## config.mk

```make
export PLATFORM = sky130hd
export DESIGN_NAME = wr_status_gen
export DESIGN_NICKNAME = d
export VERILOG_FILES = /design/src/rtl/wsg_pkg.sv /design/src/rtl/wsg_op_latch.sv /design/src/rtl/wsg_busy_timer.sv /design/src/rtl/wsg_toggle.sv /design/src/rtl/wsg_read_mux.sv /design/src/rtl/wr_status_gen.sv
export SDC_FILE = /design/constraint.sdc
export NUM_CORES = 1
export LEC_CHECK = 0
export BUFFER_PORTS_ARGS = -buffer_cell sky130_fd_sc_hd__buf_2
export CAP_MARGIN = 20
export CORE_MARGIN = 3
export CORE_UTILIZATION = 50
export DETAILED_ROUTE_END_ITERATION = 8
export PLACE_DENSITY = 0.73
export SETUP_SLACK_MARGIN = 0.2
export SYNTH_ARGS = -nofsm -noshare
export SYNTH_HDL_FRONTEND = slang
export SYNTH_SLANG_ARGS = --single-unit
```

## constraint.sdc

```tcl
create_clock -name clk -period 2.3 [get_ports clk]
set_input_delay 0.115 -clock clk [delete_from_list [all_inputs] [get_ports clk]]
set_output_delay 0.115 -clock clk [all_outputs]
set_load 0.005 [all_outputs]
```

## src/rtl/wsg_pkg.sv

```systemverilog
// Package: shared types and bit positions for the write status generator.
// Assumes an 8-bit or wider status byte with the flags in the top two bits.
package wsg_pkg;

    // Operation kind presented with a start request
    typedef enum logic [1:0] {
        OP_PROG = 2'b00,
        OP_SECT = 2'b01,
        OP_BLK  = 2'b10,
        OP_CHIP = 2'b11
    } wsg_op_e;

    // True for any erase kind
    function automatic logic op_is_erase(input wsg_op_e op);
        return (op != OP_PROG);
    endfunction

endpackage

```

## src/rtl/wsg_op_latch.sv

```systemverilog
// Module: captures the operation context when a start is accepted.
// Holds whether the running operation is an erase and the top bit of the
// programmed byte. Assumes 'load' is only high for an accepted start.
module wsg_op_latch
    import wsg_pkg::*;
(
    input  logic    clk,
    input  logic    rst_n,
    input  logic    load,
    input  wsg_op_e op_in,
    input  logic    data_msb_in,
    output logic    is_erase,
    output logic    prog_msb
);

    // Register the context of the accepted operation
    always_ff @(posedge clk) begin
        if (!rst_n) begin
            is_erase <= 1'b0;
            prog_msb <= 1'b0;
        end else if (load) begin
            is_erase <= op_is_erase(op_in);
            prog_msb <= data_msb_in;
        end
    end

endmodule

```

## src/rtl/wsg_busy_timer.sv

```systemverilog
// Module: busy timer. On load it arms a down-counter with the duration of
// the requested kind and holds 'busy' high for exactly that many cycles.
// Assumes every duration parameter is at least 1.
module wsg_busy_timer
    import wsg_pkg::*;
#(
    parameter int unsigned PROG_CYCLES = 660,
    parameter int unsigned SECT_CYCLES = 594000,
    parameter int unsigned BLK_CYCLES  = 594000,
    parameter int unsigned CHIP_CYCLES = 2310000
) (
    input  logic    clk,
    input  logic    rst_n,
    input  logic    load,
    input  wsg_op_e op_in,
    output logic    busy
);

    localparam int unsigned MAX_A  = (PROG_CYCLES > SECT_CYCLES) ? PROG_CYCLES : SECT_CYCLES;
    localparam int unsigned MAX_B  = (BLK_CYCLES > CHIP_CYCLES) ? BLK_CYCLES : CHIP_CYCLES;
    localparam int unsigned MAX_D  = (MAX_A > MAX_B) ? MAX_A : MAX_B;
    localparam int unsigned CNT_W  = (MAX_D > 1) ? $clog2(MAX_D) : 1;

    logic [CNT_W-1:0] remain_q;
    logic [CNT_W-1:0] reload;

    // Select the terminal count for the requested kind
    always_comb begin
        unique case (op_in)
            OP_PROG: reload = CNT_W'(PROG_CYCLES - 1);
            OP_SECT: reload = CNT_W'(SECT_CYCLES - 1);
            OP_BLK:  reload = CNT_W'(BLK_CYCLES - 1);
            default: reload = CNT_W'(CHIP_CYCLES - 1);
        endcase
    end

    // Arm, count down and release the busy flag
    always_ff @(posedge clk) begin
        if (!rst_n) begin
            busy     <= 1'b0;
            remain_q <= '0;
        end else if (load) begin
            busy     <= 1'b1;
            remain_q <= reload;
        end else if (busy) begin
            if (remain_q == '0) begin
                busy <= 1'b0;
            end else begin
                remain_q <= remain_q - 1'b1;
            end
        end
    end

endmodule

```

## src/rtl/wsg_toggle.sv

```systemverilog
// Module: toggle status bit. Inverts once per completed read strobe while
// busy and holds otherwise, so it stays frozen between operations.
// Cleared only by reset.
module wsg_toggle (
    input  logic clk,
    input  logic rst_n,
    input  logic busy,
    input  logic rd_strobe,
    output logic tgl
);

    // Advance the toggle on a read made during an operation
    always_ff @(posedge clk) begin
        if (!rst_n) begin
            tgl <= 1'b0;
        end else if (busy && rd_strobe) begin
            tgl <= ~tgl;
        end
    end

endmodule

```

## src/rtl/wsg_read_mux.sv

```systemverilog
// Module: read data selector. While busy it assembles the status byte
// (completion flag on top, toggle bit next, zeros below); otherwise it
// passes array data through. Purely combinational.
module wsg_read_mux #(
    parameter int unsigned DATA_W = 8
) (
    input  logic              busy,
    input  logic              flag_bit,
    input  logic              tgl,
    input  logic [DATA_W-1:0] array_data,
    output logic [DATA_W-1:0] rd_data
);

    localparam int unsigned FLAG_POS = DATA_W - 1;
    localparam int unsigned TGL_POS  = DATA_W - 2;

    logic [DATA_W-1:0] status;

    // Build each status bit position
    for (genvar b = 0; b < DATA_W; b++) begin : g_status
        if (b == FLAG_POS) begin : g_flag
            assign status[b] = flag_bit;
        end else if (b == TGL_POS) begin : g_tgl
            assign status[b] = tgl;
        end else begin : g_zero
            assign status[b] = 1'b0;
        end
    end

    // Choose status or array data for the host
    always_comb begin
        rd_data = busy ? status : array_data;
    end

endmodule

```

## src/rtl/wr_status_gen.sv

```systemverilog
// Module: top of the write status polling generator. Accepts a start only
// while idle, times the operation, and replaces read data by the status
// byte while busy. Assumes rst_n is synchronous and active low.
module wr_status_gen
    import wsg_pkg::*;
#(
    parameter int unsigned DATA_W      = 8,
    parameter int unsigned PROG_CYCLES = 660,
    parameter int unsigned SECT_CYCLES = 594000,
    parameter int unsigned BLK_CYCLES  = 594000,
    parameter int unsigned CHIP_CYCLES = 2310000
) (
    input  logic              clk,
    input  logic              rst_n,
    input  logic              start,
    input  logic [1:0]        start_op,
    input  logic [DATA_W-1:0] start_data,
    input  logic              rd_strobe,
    input  logic [DATA_W-1:0] array_data,
    output logic [DATA_W-1:0] rd_data,
    output logic              busy
);

    wsg_op_e op_in;
    logic    accept;
    logic    is_erase;
    logic    prog_msb;
    logic    tgl;
    logic    flag_bit;

    // Decode the request and gate it with the idle state
    always_comb begin
        op_in    = wsg_op_e'(start_op);
        accept   = start && !busy;
        flag_bit = is_erase ? 1'b0 : ~prog_msb;
    end

    wsg_op_latch u_latch (
        .clk         (clk),
        .rst_n       (rst_n),
        .load        (accept),
        .op_in       (op_in),
        .data_msb_in (start_data[DATA_W-1]),
        .is_erase    (is_erase),
        .prog_msb    (prog_msb)
    );

    wsg_busy_timer #(
        .PROG_CYCLES (PROG_CYCLES),
        .SECT_CYCLES (SECT_CYCLES),
        .BLK_CYCLES  (BLK_CYCLES),
        .CHIP_CYCLES (CHIP_CYCLES)
    ) u_timer (
        .clk   (clk),
        .rst_n (rst_n),
        .load  (accept),
        .op_in (op_in),
        .busy  (busy)
    );

    wsg_toggle u_toggle (
        .clk       (clk),
        .rst_n     (rst_n),
        .busy      (busy),
        .rd_strobe (rd_strobe),
        .tgl       (tgl)
    );

    wsg_read_mux #(
        .DATA_W (DATA_W)
    ) u_mux (
        .busy       (busy),
        .flag_bit   (flag_bit),
        .tgl        (tgl),
        .array_data (array_data),
        .rd_data    (rd_data)
    );

endmodule

```

# Word-level counts from Yosys, hierarchy flattened

Cells that the tools add are included.

Word-level logic and storage cells: 29
Bits in registers: 26
Input port bits: 22

Mux-type cells: 9
Equality and inequality tests: 3
Reduce and logical (&&, ||, !) cells: 9
Bitwise gates (word level): 2
Add/subtract/negate cells: 1

Operators with widths:

| cell                                                | count |
|---|---|
| 2-to-1 mux 22 bit                                   | 3 |
| case mux 22 bit (2 select lines)                    | 1 |
| zero test 22 bit                                    | 1 |
| subtractor 22 x 1 -> 22 bit, second input constant  | 1 |
| 2-to-1 mux 8 bit                                    | 1 |
| 2-to-1 mux 1 bit                                    | 4 |
| nonzero test 2 bit                                  | 2 |
| equality test 2 x 1 -> 1 bit, second input constant | 1 |
| equality test 2 bit, second input constant          | 1 |
| logical AND 1 bit                                   | 2 |
| zero test 2 bit                                     | 1 |
| != test 2 bit, second input constant                | 1 |
| NOT 1 bit                                           | 2 |
| AND reduction 2 bit                                 | 1 |
| OR reduction 2 bit                                  | 1 |
| zero test 1 bit                                     | 1 |

# Logic depth before layout (Yosys ltp)

Gate-level depths: netlist (run 1).

Depth after elaboration: 4
Depth in mapped cells: 8

# By module

From an unflattened synthesis (run 1), not the netlist that was laid out.

Cells, all modules: 202
Area, all modules: 1686.6 um^2

By module, submodules not included:

| module         | area each (um^2) | cells each | times used | seq. area each (um^2) |
|---|---|---|---|---|
| wsg_busy_timer | 1480.2           | 180        | 1          | 460.4 |
| wsg_read_mux   | 75.1             | 8          | 1          | 0.0 |
| wsg_op_latch   | 70.1             | 7          | 1          | 40.0 |
| wsg_toggle     | 43.8             | 5          | 1          | 20.0 |
| wr_status_gen  | 17.5             | 2          | 1          | 0.0 |

# Least setup slack after synthesis (run 1)

No wires, ideal clock.

Kind: flip-flop to flip-flop
Start: reg u_timer.remain_q[0]
End: reg u_timer.remain_q[20]
Arrival: 1921 ps
Cell stages (with the launch flop): 8
Buffers on the path: 0
Path slack: 309 ps
Required time: 2230 ps
Library setup time: 70 ps
Clock period less this slack: 1991 ps
Path through: dfxtp_1 inv_1 ha_1 nor4b_4 nand2_1 or4_1 or4_1 a21oi_1

Word-level cells in the longest chain between the ends: 4

RTL lines:

| element                     | RTL line             | text |
|---|---|---|
| from (decl)                 | wsg_busy_timer.sv:24 | `logic [CNT_W-1:0] remain_q;` |
| from (signal assigned)      | wsg_busy_timer.sv:44 | `remain_q <= reload;` |
| from (signal assigned)      | wsg_busy_timer.sv:49 | `remain_q <= remain_q - 1'b1;` |
| subtractor 22 x 1 -> 22 bit | wsg_busy_timer.sv:49 |  |
| 2-to-1 mux 22 bit           | wsg_busy_timer.sv:46 | `if (remain_q == '0) begin` |
| 2-to-1 mux 22 bit           | wsg_busy_timer.sv:45 | `end else if (busy) begin` |
| 2-to-1 mux 22 bit           | wsg_busy_timer.sv:42 | `end else if (load) begin` |

Several ways; a longest one is shown, not always the timed one. The select of a mux whose other input is x is not followed.
A chain may end at the register's enable or synchronous reset.

# Worst setup path after layout (run 1)

Start: reg u_timer.remain_q[8]
End: reg u_timer.remain_q[19]

The elaborated chain is that of the path after synthesis.

==> results.json, run 1 <==
{
  "status": "finished, final reports clean",
  "vias": 1769,
  "grt_start_max_net_pins": 20,
  "insertion_delay_ns": 0.33,
  "drtIter0Drc": 124,
  "synth_edf_count": 0,
  "finalWirelength_um": 4618,
  "max_freq_ghz": 0.4817,
  "hold-path-cell-count": 3,
  "antenna_left": 0,
  "syn2layout_area_growth_pct": 20.41,
  "synthArstFlopShare_pct": 0,
  "reg2reg_slack_ns": 0.22,
  "hold_violations": 0,
  "ioPinCount": 31,
  "synthDistinctLibCells": 50,
  "setup_tns_ns": 0,
  "yosysTopAreaCell": "dfxtp_1",
  "yosys_warnings": 0,
  "chipWidth_um": 63.54,
  "stdcell_count": 289,
  "hp-start": "start_data[7]",
  "cp-startpoint": "u_timer.remain_q[8]",
  "synth_nets": 238,
  "clkSlewWorstSetupHoldPaths_ns": 0.15,
  "h-tree-depth": 1,
  "rows": 20,
  "synth_common_cells": "dfxtp_1 (26), nand2_1 (22), a21oi_1 (17)",
  "grt_usage_pct": 23.72,
  "cts_made_buffers": 3,
  "slew_headroom_pct": 62.89,
  "cp.required_ns": 2.55,
  "reg2reg_depth": 5,
  "netlist_area_um2": 1655,
  "gp_congestion": 0.9454,
  "synth.most_common_cell": "dfxtp_1",
  "drcViolationCount": 0,
  "power.net_switching_uw": 481.6,
  "core_region_area_um2": 3103,
  "clockPowerShare_pct": 15.8,
  "fill_cells": 310,
  "dp_cells": 280,
  "diodes": 0,
  "regArea_um2": 524.3,
  "arrival_ns": 2.33,
  "cp-start-kind": "flop",
  "slowest_delay_ns": 0.52,
  "root_buffer": "clkbuf_4",
  "p_leak_uw": 0.0007557,
  "rr_endpoint": "u_timer.remain_q[19]",
  "ys_ff_latch": 26,
  "final_layout_size_suffix_gt1_share_pct": 26.12,
  "dieArea_um2": 4037,
  "crit_chain": "or2_1, or4_1, or3_4, o31a_1, o22ai_1",
  "synth_flop_cell": "dfxtp_1",
  "period_minus_slack_ns": 2.076,
  "worstMarginPinSlew_ns": 0.5532,
  "die_h_um": 63.54,
  "synth_area_leaders": "dfxtp_1 (31%), a21oi_1 (5.1%), nand2_1 (5.0%)",
  "comb_power_share_pct": 39.8,
  "route.detailed.wl_per_inst_um": 15.98,
  "slew_viol_final": 0,
  "worstPathMaxFanout": 6,
  "globalRouteOverflowTotal": 0,
  "antenna_found_initial": 0,
  "multiInputGateArea_um2": 1115,
  "cts.sinks": 26,
  "grt_pass1_vias": 1665,
  "slowest_stage": "or4_1",
  "regToRegStartpoint": "u_timer.remain_q[8]",
  "port_buffers": 23,
  "internal_power_uw": 790.3,
  "cellPowerDensity_nw_per_um2": 638.1,
  "cp-end-kind": "flop",
  "rsz0062_at_grt": "yes",
  "power_frac_seq_pct": 44.4,
  "drv_cap": 0,
  "nets": 273,
  "cts_buffer_depth": 2,
  "synthCells": 212,
  "drt_pass1_iterations": 5,
  "power_uw": 1272,
  "routed_via_density": 6.121,
  "min_to": "u_latch.prog_msb",
  "switching_share_pct": 37.87,
  "path_class": "flop to flop",
  "vdd_drop_max_uv": 326.1,
  "hold_class": "input port to flop",
  "syn_avg_cell_area_um2": 7.808,
  "skew_ns": 0.01205,
  "finalCritPeriodShare_pct": 90.26,
  "cts_tree": "built",
  "synth_top_area_share_pct": 31.44,
  "start_util_pct": 53.35,
  "grt_first_pass_wirelength_um": 7679,
  "dp_hpwl_um": 3264,
  "setup_violations": 0,
  "ys_seq_area_share_pct": 31.44
}
==> registers in the layout, indices dropped and copies added, names as in the netlist <==
| register | flops |
|---|---|
| u_timer.remain_q | 22 |
| u_timer.busy | 1 |
| u_latch.prog_msb | 1 |
| u_toggle.tgl | 1 |
| u_latch.is_erase | 1 |
==> per-stage QoR <==
stage	utilization (%)	hold slack, ns	worst slack (ns)	area [um^2]
floorplan	-	0.2510	0.3088	1655
global placement	60.28	0.3647	0.2120	1871
detailed placement	60.28	0.3630	0.1850	1871
CTS	62.02	0.005818	0.2011	1924
global route	64.23	0.008492	0.1557	1993
finish	64.23	0.009990	0.2241	1993
==> worst max-delay path, delay by kind of cell, from the launching register on <==
| kind | cells | cell delay, ns |
|---|---|---|
| AO/OA/AOI/OAI | 2 | 0.39 |
| AND/OR/NAND/NOR | 3 | 1.21 |
| flip-flops | 1 | 0.39 |
==> metal layers <==
| metal | global-route usage (%) | vias up | wire, um |
|---|---|---|---|
| li1 | - | 867 | - |
| met1 | 32.17 | 840 | 2053 |
| met2 | 38.07 | 55 | 2212 |
| met3 | 2.852 | 7 | 277 |
| met4 | 9.434 | 0 | 74 |
| met5 | 0 | - | 0 |
==> logic make-up (layout without fill, tap and decap cells) <==
| kind of cell | Yosys count | after routing | synth area share (%) |
|---|---|---|---|
| compound gates | 59 | 59 | 24.04 |
| xor+xnor | 2 | 2 | 1.058 |
| fa+ha+maj | 4 | 4 | 3.024 |
| buf+inv | 18 | 51 | 4.308 |
| flops | 26 | 26 | 31.44 |
| mux | 1 | 1 | 0.6802 |
| simple gates | 102 | 102 | 35.45 |
==> cell usage in the layout (no fill, tap or decap), drive strengths merged, types with 3 or more instances in the layout <==
cell    netlist  routed
nor2         14      14
nand4b        5       5
nor2b         7       7
o211ai        4       4
o31a          3       3
nor4          7       7
inv           6       6
ha            4       4
o21ai         8       8
nand3        13      13
or3           7       7
nand2        23      23
or2           3       3
a21oi        17      17
a311oi        3       3
a211oi        4       4
o31ai         4       4
and2          4       4
or4           4       4
dfxtp        26      26
nor3          9       9
clkbuf        8       3
a31oi         4       4
buf           3      41
==> how the worst max path moves through the flow <==
stage	end	slack [ns]
after global placement	u_timer.remain_q[1]	0.21
after global routing	u_timer.remain_q[2]	0.16
after CTS	u_timer.remain_q[20]	0.20
final	u_timer.remain_q[19]	0.22
after floorplan	u_timer.remain_q[20]	0.31
after detailed placement	u_timer.remain_q[20]	0.19
==> power by group through the flow <==
stage	Sequential [uW]	Combinational, uW	Clock, uW
detailed placement	566	444	0
CTS	556	462	208
global route	572	559	221
floorplan	549	321	0
global placement	564	441	0
finish	565	506	201
==> what timing repair did <==
item                       CTS  global route
hold buffers                 0             0
buffers inserted             3             3
pin swaps                    0             3
setup endpoints to repair    4            14
gates resized for setup      4             7
gates cloned                 0             0
==> area by class of cell <==
type / count / area share (%)
timing repair buffer: 41 / 12.55
sequential: 26 / 26.30
multi-input combinational: 168 / 55.93
tap: 44 / 2.762
inverter: 7 / 1.318
clock buffer: 3 / 1.130
Power figures use the tool's default switching activity.
==> run 2, diff against run 1 <==
SYNTH_HIERARCHICAL = 1   (was unset)
==> run 2 against run 1 <==
Final area down 2.1%. Via count down 2.1%. Hold slack better by 0.030 ns. Non-clock buffer count down 4. Worst setup slack worse by 0.0014 ns. Combinational power down 19%. Synthesized area up 1.9%. Critical path depth down 1.
==> results.json, run 2 <==
{
  "start_util_pct": 53.92,
  "rows": 20,
  "setup_violations": 0,
  "finalWirelength_um": 4295,
  "globalRouteOverflowTotal": 0,
  "slew_headroom_pct": 63.45,
  "hold_class": "input port to flop",
  "synth_edf_count": 0,
  "p_leak_uw": 0.0007726,
  "synth-xor-area-share_pct": 0,
  "grt_first_pass_wirelength_um": 6962,
  "yosysTopAreaCell": "dfxtp_1",
  "final_common_cell": "buf_2",
  "synth_mux_area_share_pct": 2.522,
  "synth_common_cells": "dfxtp_1 (26), nor4_1 (14), nor3_1 (13)",
  "chipWidth_um": 64.08,
  "skew_ns": 0.004728,
  "synthCells": 202,
  "vias": 1731,
  "cts_tree": "built",
  "cts.sinks": 26,
  "grt_start_max_net_pins": 16,
  "cp-end-kind": "flop",
  "dp_hpwl_um": 3088,
  "synthDistinctLibCells": 50,
  "cts_buffer_depth": 2,
  "synth_area_leaders": "dfxtp_1 (31%), nor4_1 (5.2%), nor3_1 (3.9%)",
  "ioPinCount": 31,
  "synth.most_common_cell": "dfxtp_1",
  "drtIter0Drc": 107,
  "antenna_found_initial": 0,
  "period_minus_slack_ns": 2.077,
  "synthSimpleGateAreaFrac_pct": 34.35,
  "top_register": "u_timer/remain_q",
  "finalCritPeriodShare_pct": 90.31,
  "ys_seq_area_share_pct": 30.86,
  "dieArea_um2": 4106,
  "vdd_drop_max_uv": 280.8,
  "final_layout_size_suffix_gt1_share_pct": 28.76,
  "root_buffer": "clkbuf_4",
  "drv_cap": 0,
  "synth_top_area_share_pct": 30.86,
  "die_h_um": 64.08,
  "diodes": 0,
  "nets": 261,
  "core_region_area_um2": 3128,
  "yosys_warnings": 6,
  "synth_flop_cell": "dfxtp_1",
  "cp.required_ns": 2.58,
  "max_freq_ghz": 0.4814,
  "grt_usage_pct": 21.15,
  "arrival_ns": 2.35,
  "antenna_left": 0,
  "ys_ff_latch": 26,
  "worstPathMaxFanout": 6,
  "slew_viol_final": 0,
  "clkSlewWorstSetupHoldPaths_ns": 0.14,
  "status": "finished, final reports clean",
  "synth_top_family_by_area": "simple AND/OR/NAND/NOR gates",
  "gp_congestion": 0.9221,
  "largest_reg_flops": 22,
  "cp-start-kind": "flop",
  "hold_violations": 0,
  "route.detailed.wl_per_inst_um": 15.51,
  "cts_made_buffers": 3,
  "grt_pass1_vias": 1568,
  "synthArstFlopShare_pct": 0,
  "drt_pass1_iterations": 4,
  "route.met2.wl_um": 1995,
  "rsz0062_at_grt": "yes",
  "path_class": "flop to flop",
  "wl_met3_um": 322,
  "drcViolationCount": 0,
  "setup_tns_ns": 0,
  "synth_nets": 228,
  "netlist_area_um2": 1687,
  "syn2layout_area_growth_pct": 15.65,
  "synth_compound_area_share_pct": 23.66,
  "insertion_delay_ns": 0.33,
  "cellPowerDensity_nw_per_um2": 597.8,
  "routed_via_density": 6.249,
  "hold_ws_ns": 0.04047,
  "synth_fa_ha_area_share_pct": 2.967,
  "m1WireLength_um": 1908,
  "port_buffers": 23,
  "routed.top_layer": "met4",
  "syn_avg_cell_area_um2": 8.350,
  "h-tree-depth": 1,
  "worstMarginPinSlew_ns": 0.5433,
  "layout_common_cells": "buf_2 (23), dfxtp_1 (21), buf_4 (14), nor4_1 (13), nor3_1 (13)"
}
-- run 2: cell types whose count changed after synthesis, moves of 5 or more --
cell / previous run / this run
nor3_1: 8 / 13
nor2b_1: 7 / 1
inv_1: 6 / 11
nor4_1: 5 / 14
and2b_2: 0 / 6
nand4b_1: 5 / 0
nand3_1: 13 / 3
a21oi_1: 17 / 5
nand2_1: 22 / 12
-- run 2: power by group --
| part | switching [uW] | leakage, uW | total [uW] | internal [uW] |
|---|---|---|---|---|
| Clock | 139 | 0.0000138 | 201 | 61.7 |
| Combinational | 222 | 0.000543 | 410 | 188 |
| Sequential | 58.9 | 0.000216 | 554 | 496 |
-- run 2: cells by family after synthesis --
group	count (synthesis)
muxes	4
buffers and inverters	20
DFF	26
AOI/OAI and AO/OA	52
and+or+nand+nor	96
adders and majority gates	4
-- run 2: worst paths after layout --
check | startpoint | cells after the start | slack, ns | to
setup / recovery | u_timer/remain_q[6] | 4 | 0.22 | u_timer/remain_q[14]
hold / removal | rd_strobe | 3 | 0.04 | u_toggle/tgl
setup reg to reg | u_timer/remain_q[6] | 4 | 0.22 | u_timer/remain_q[14]
hold reg to reg | u_toggle/tgl | 2 | 0.50 | u_toggle/tgl
-- run 2: per-stage QoR --
| step | instance area (um^2) | util, % | total power [uW] | setup WS (ns) | cells |
|---|---|---|---|---|---|
| 2_1_floorplan | 1698 | - | 826.1 | 0.1625 | 202 |
| 3_3_place_gp | 1891 | 60.44 | 931.4 | 0.1915 | 271 |
| 3_5_place_dp | 1891 | 60.44 | 948.9 | 0.1612 | 271 |
| 4_1_cts | 1939 | 62.00 | 1156 | 0.2024 | 277 |
| 5_1_grt | 1951 | 62.36 | 1235 | 0.1588 | 277 |
| 6_report | 1951 | 62.36 | 1166 | 0.2228 | 277 |
-- run 2: area by class of cell --
| class | count | area, um^2 |
|---|---|---|
| Tap cell | 44 | 55.05 |
| Timing Repair Buffer | 37 | 220.2 |
| Sequential cell | 26 | 529.3 |
| Inverter | 11 | 41.29 |
| Fill cell | 273 | 1177 |
| Multi-Input combinational cell | 156 | 1082 |
| Clock buffer | 3 | 22.52 |
-- run 2: worst max-delay path, cell delays in order, from the launching register on --
cell and delay, ns:
dfxtp_4 0.37, or4_4 0.52, or4_4 0.54, or4_1 0.48, a21oi_1 0.12
-- run 2: layer usage --
layer  up-vias  global-route usage [%]
li1        857                       -
met1       783                   27.66
met2        83                   34.06
met3         8                   2.812
met4         0                   10.24
met5         -                       0
-- run 2: timing repair --
item                                    4_1_cts  5_1_grt
resized for setup                             2        5
endpoints found under the setup margin        3        7
buffers inserted                              3        0
pin swaps                                     1        1
hold buffers                                  0        0
==> run 3, diff against run 2 <==
CAP_MARGIN = 30   (was 20)
RECOVER_POWER = 50   (was unset)
SLEW_MARGIN = 20   (was unset)
==> run 3 against run 2 <==
Via count up 0.35%. Clock power about the same. Final area down 0.71%. Power down 0.33%. Critical path depth unchanged. Sequential power about the same. Sequential share of layout area up 0.13 points. Clock skew down 0.0012 ns. Final cell count unchanged. Register-to-register slack about the same. Maximum frequency down 0.12%.
==> results.json, run 3 (synthesis results as in run 2) <==
{
  "syn2layout_area_growth_pct": 14.84,
  "finalCritPeriodShare_pct": 90.42,
  "final_util_pct": 61.92,
  "vdd_drop_max_uv": 280.5,
  "routed_via_density": 6.271,
  "top_register": "u_timer/remain_q",
  "grt_pass1_vias": 1568,
  "final_layout_size_suffix_gt1_share_pct": 25.75,
  "slew_headroom_pct": 63.40,
  "cts_made_buffers": 3,
  "reg2reg_depth": 4,
  "start_util_pct": 53.92,
  "core_region_area_um2": 3128,
  "h-tree-depth": 1,
  "ioPinCount": 31,
  "setup_tns_ns": 0,
  "clkSlewWorstSetupHoldPaths_ns": 0.14,
  "cp.required_ns": 2.58,
  "dp_cells": 271,
  "globalRouteOverflowTotal": 0,
  "cp-end-kind": "flop",
  "hold-path-cell-count": 3,
  "cts_buffer_depth": 2,
  "skew_ns": 0.003480,
  "drt_pass1_iterations": 5,
  "die_h_um": 64.08,
  "port_buffers": 23,
  "gp_congestion": 0.9221,
  "layout_common_cells": "dfxtp_1 (22), buf_2 (19), nor4_1 (13), nor3_1 (13)",
  "slew_viol_final": 0,
  "drtIter0Drc": 109,
  "p_leak_uw": 0.0007519,
  "cellPowerDensity_nw_per_um2": 600.0,
  "grt_usage_pct": 21.15,
  "stdcell_count": 277,
  "hold_ws_ns": 0.03572,
  "route.detailed.wl_per_inst_um": 15.47,
  "hold_class": "input port to flop",
  "rows": 20,
  "cts.sinks": 26,
  "nets": 261,
  "cts_hold_buf": 0,
  "antenna_left": 0,
  "dieArea_um2": 4106,
  "vias": 1737,
  "grt_start_max_net_pins": 16,
  "drv_cap": 0,
  "largest_reg_flops": 22,
  "chipWidth_um": 64.08,
  "hold_violations": 0,
  "drcViolationCount": 0,
  "period_minus_slack_ns": 2.080,
  "cts_tree": "built",
  "grt_first_pass_wirelength_um": 6962,
  "status": "finished, final reports clean",
  "max_freq_ghz": 0.4808,
  "diodes": 0,
  "path_class": "flop to flop",
  "antenna_found_initial": 0,
  "placed_area_um2": 1891,
  "worstPathMaxFanout": 6,
  "fin_area_um2": 1937,
  "root_buffer": "clkbuf_4",
  "dp_hpwl_um": 3088,
  "insertion_delay_ns": 0.33,
  "setup_violations": 0,
  "final_common_cell": "dfxtp_1",
  "cp-start-kind": "flop",
  "worstMarginPinSlew_ns": 0.5440,
  "rsz0062_at_grt": "yes",
  "arrival_ns": 2.36,
  "finalWirelength_um": 4284
}
## run 3: cell type report
type	count	area [um^2]
clock buffer	3	22.52
sequential	26	528.0
multi-input combinational	156	1082
inverter	11	41.29
timing repair buffer	37	207.7
fill	279	1191
tap	44	55.05
## run 3: worst paths after layout
kind	slack, ns	end	start
worst max-delay path	0.22	u_timer/remain_q[14]	u_timer/remain_q[6]
worst min-delay path	0.04	u_toggle/tgl	rd_strobe
worst max register to register	0.22	u_timer/remain_q[14]	u_timer/remain_q[6]
worst min register to register	0.50	u_toggle/tgl	u_toggle/tgl
## run 3: worst max-delay path, stage by stage (launching register included)
cell and delay, ns:
dfxtp_4 0.37, or4_4 0.52, or4_4 0.54, or4_1 0.48
a21oi_1 0.12
## run 3: per-stage QoR
stage / total power (uW) / setup WS [ns]
2_1_floorplan: 826.1 / 0.1625
3_3_place_gp: 931.4 / 0.1915
3_5_place_dp: 948.9 / 0.1612
4_1_cts: 1156 / 0.2024
5_1_grt: 1231 / 0.1588
6_report: 1162 / 0.2202
## run 3: power breakdown
group	leakage, uW	internal (uW)	switching, uW
clock network	0.0000138	61.8	142
logic	0.000522	184	221
registers	0.000216	495	58.9
total	0.000752	741	421
## run 3: repair_timing
item                       in CTS  in global routing
gates resized for setup         2                  5
cloned                          0                  0
setup endpoints to repair       3                  7
buffers inserted                3                  0
pin swaps                       1                  1
## run 3: layer usage
layer | routed length, um | vias to the layer above | global-route usage [%]
met5 | 0 | - | 0
met4 | 70 | 0 | 10.24
met3 | 336 | 8 | 2.812
met2 | 1981 | 76 | 34.06
met1 | 1896 | 797 | 27.66
li1 | - | 856 | -
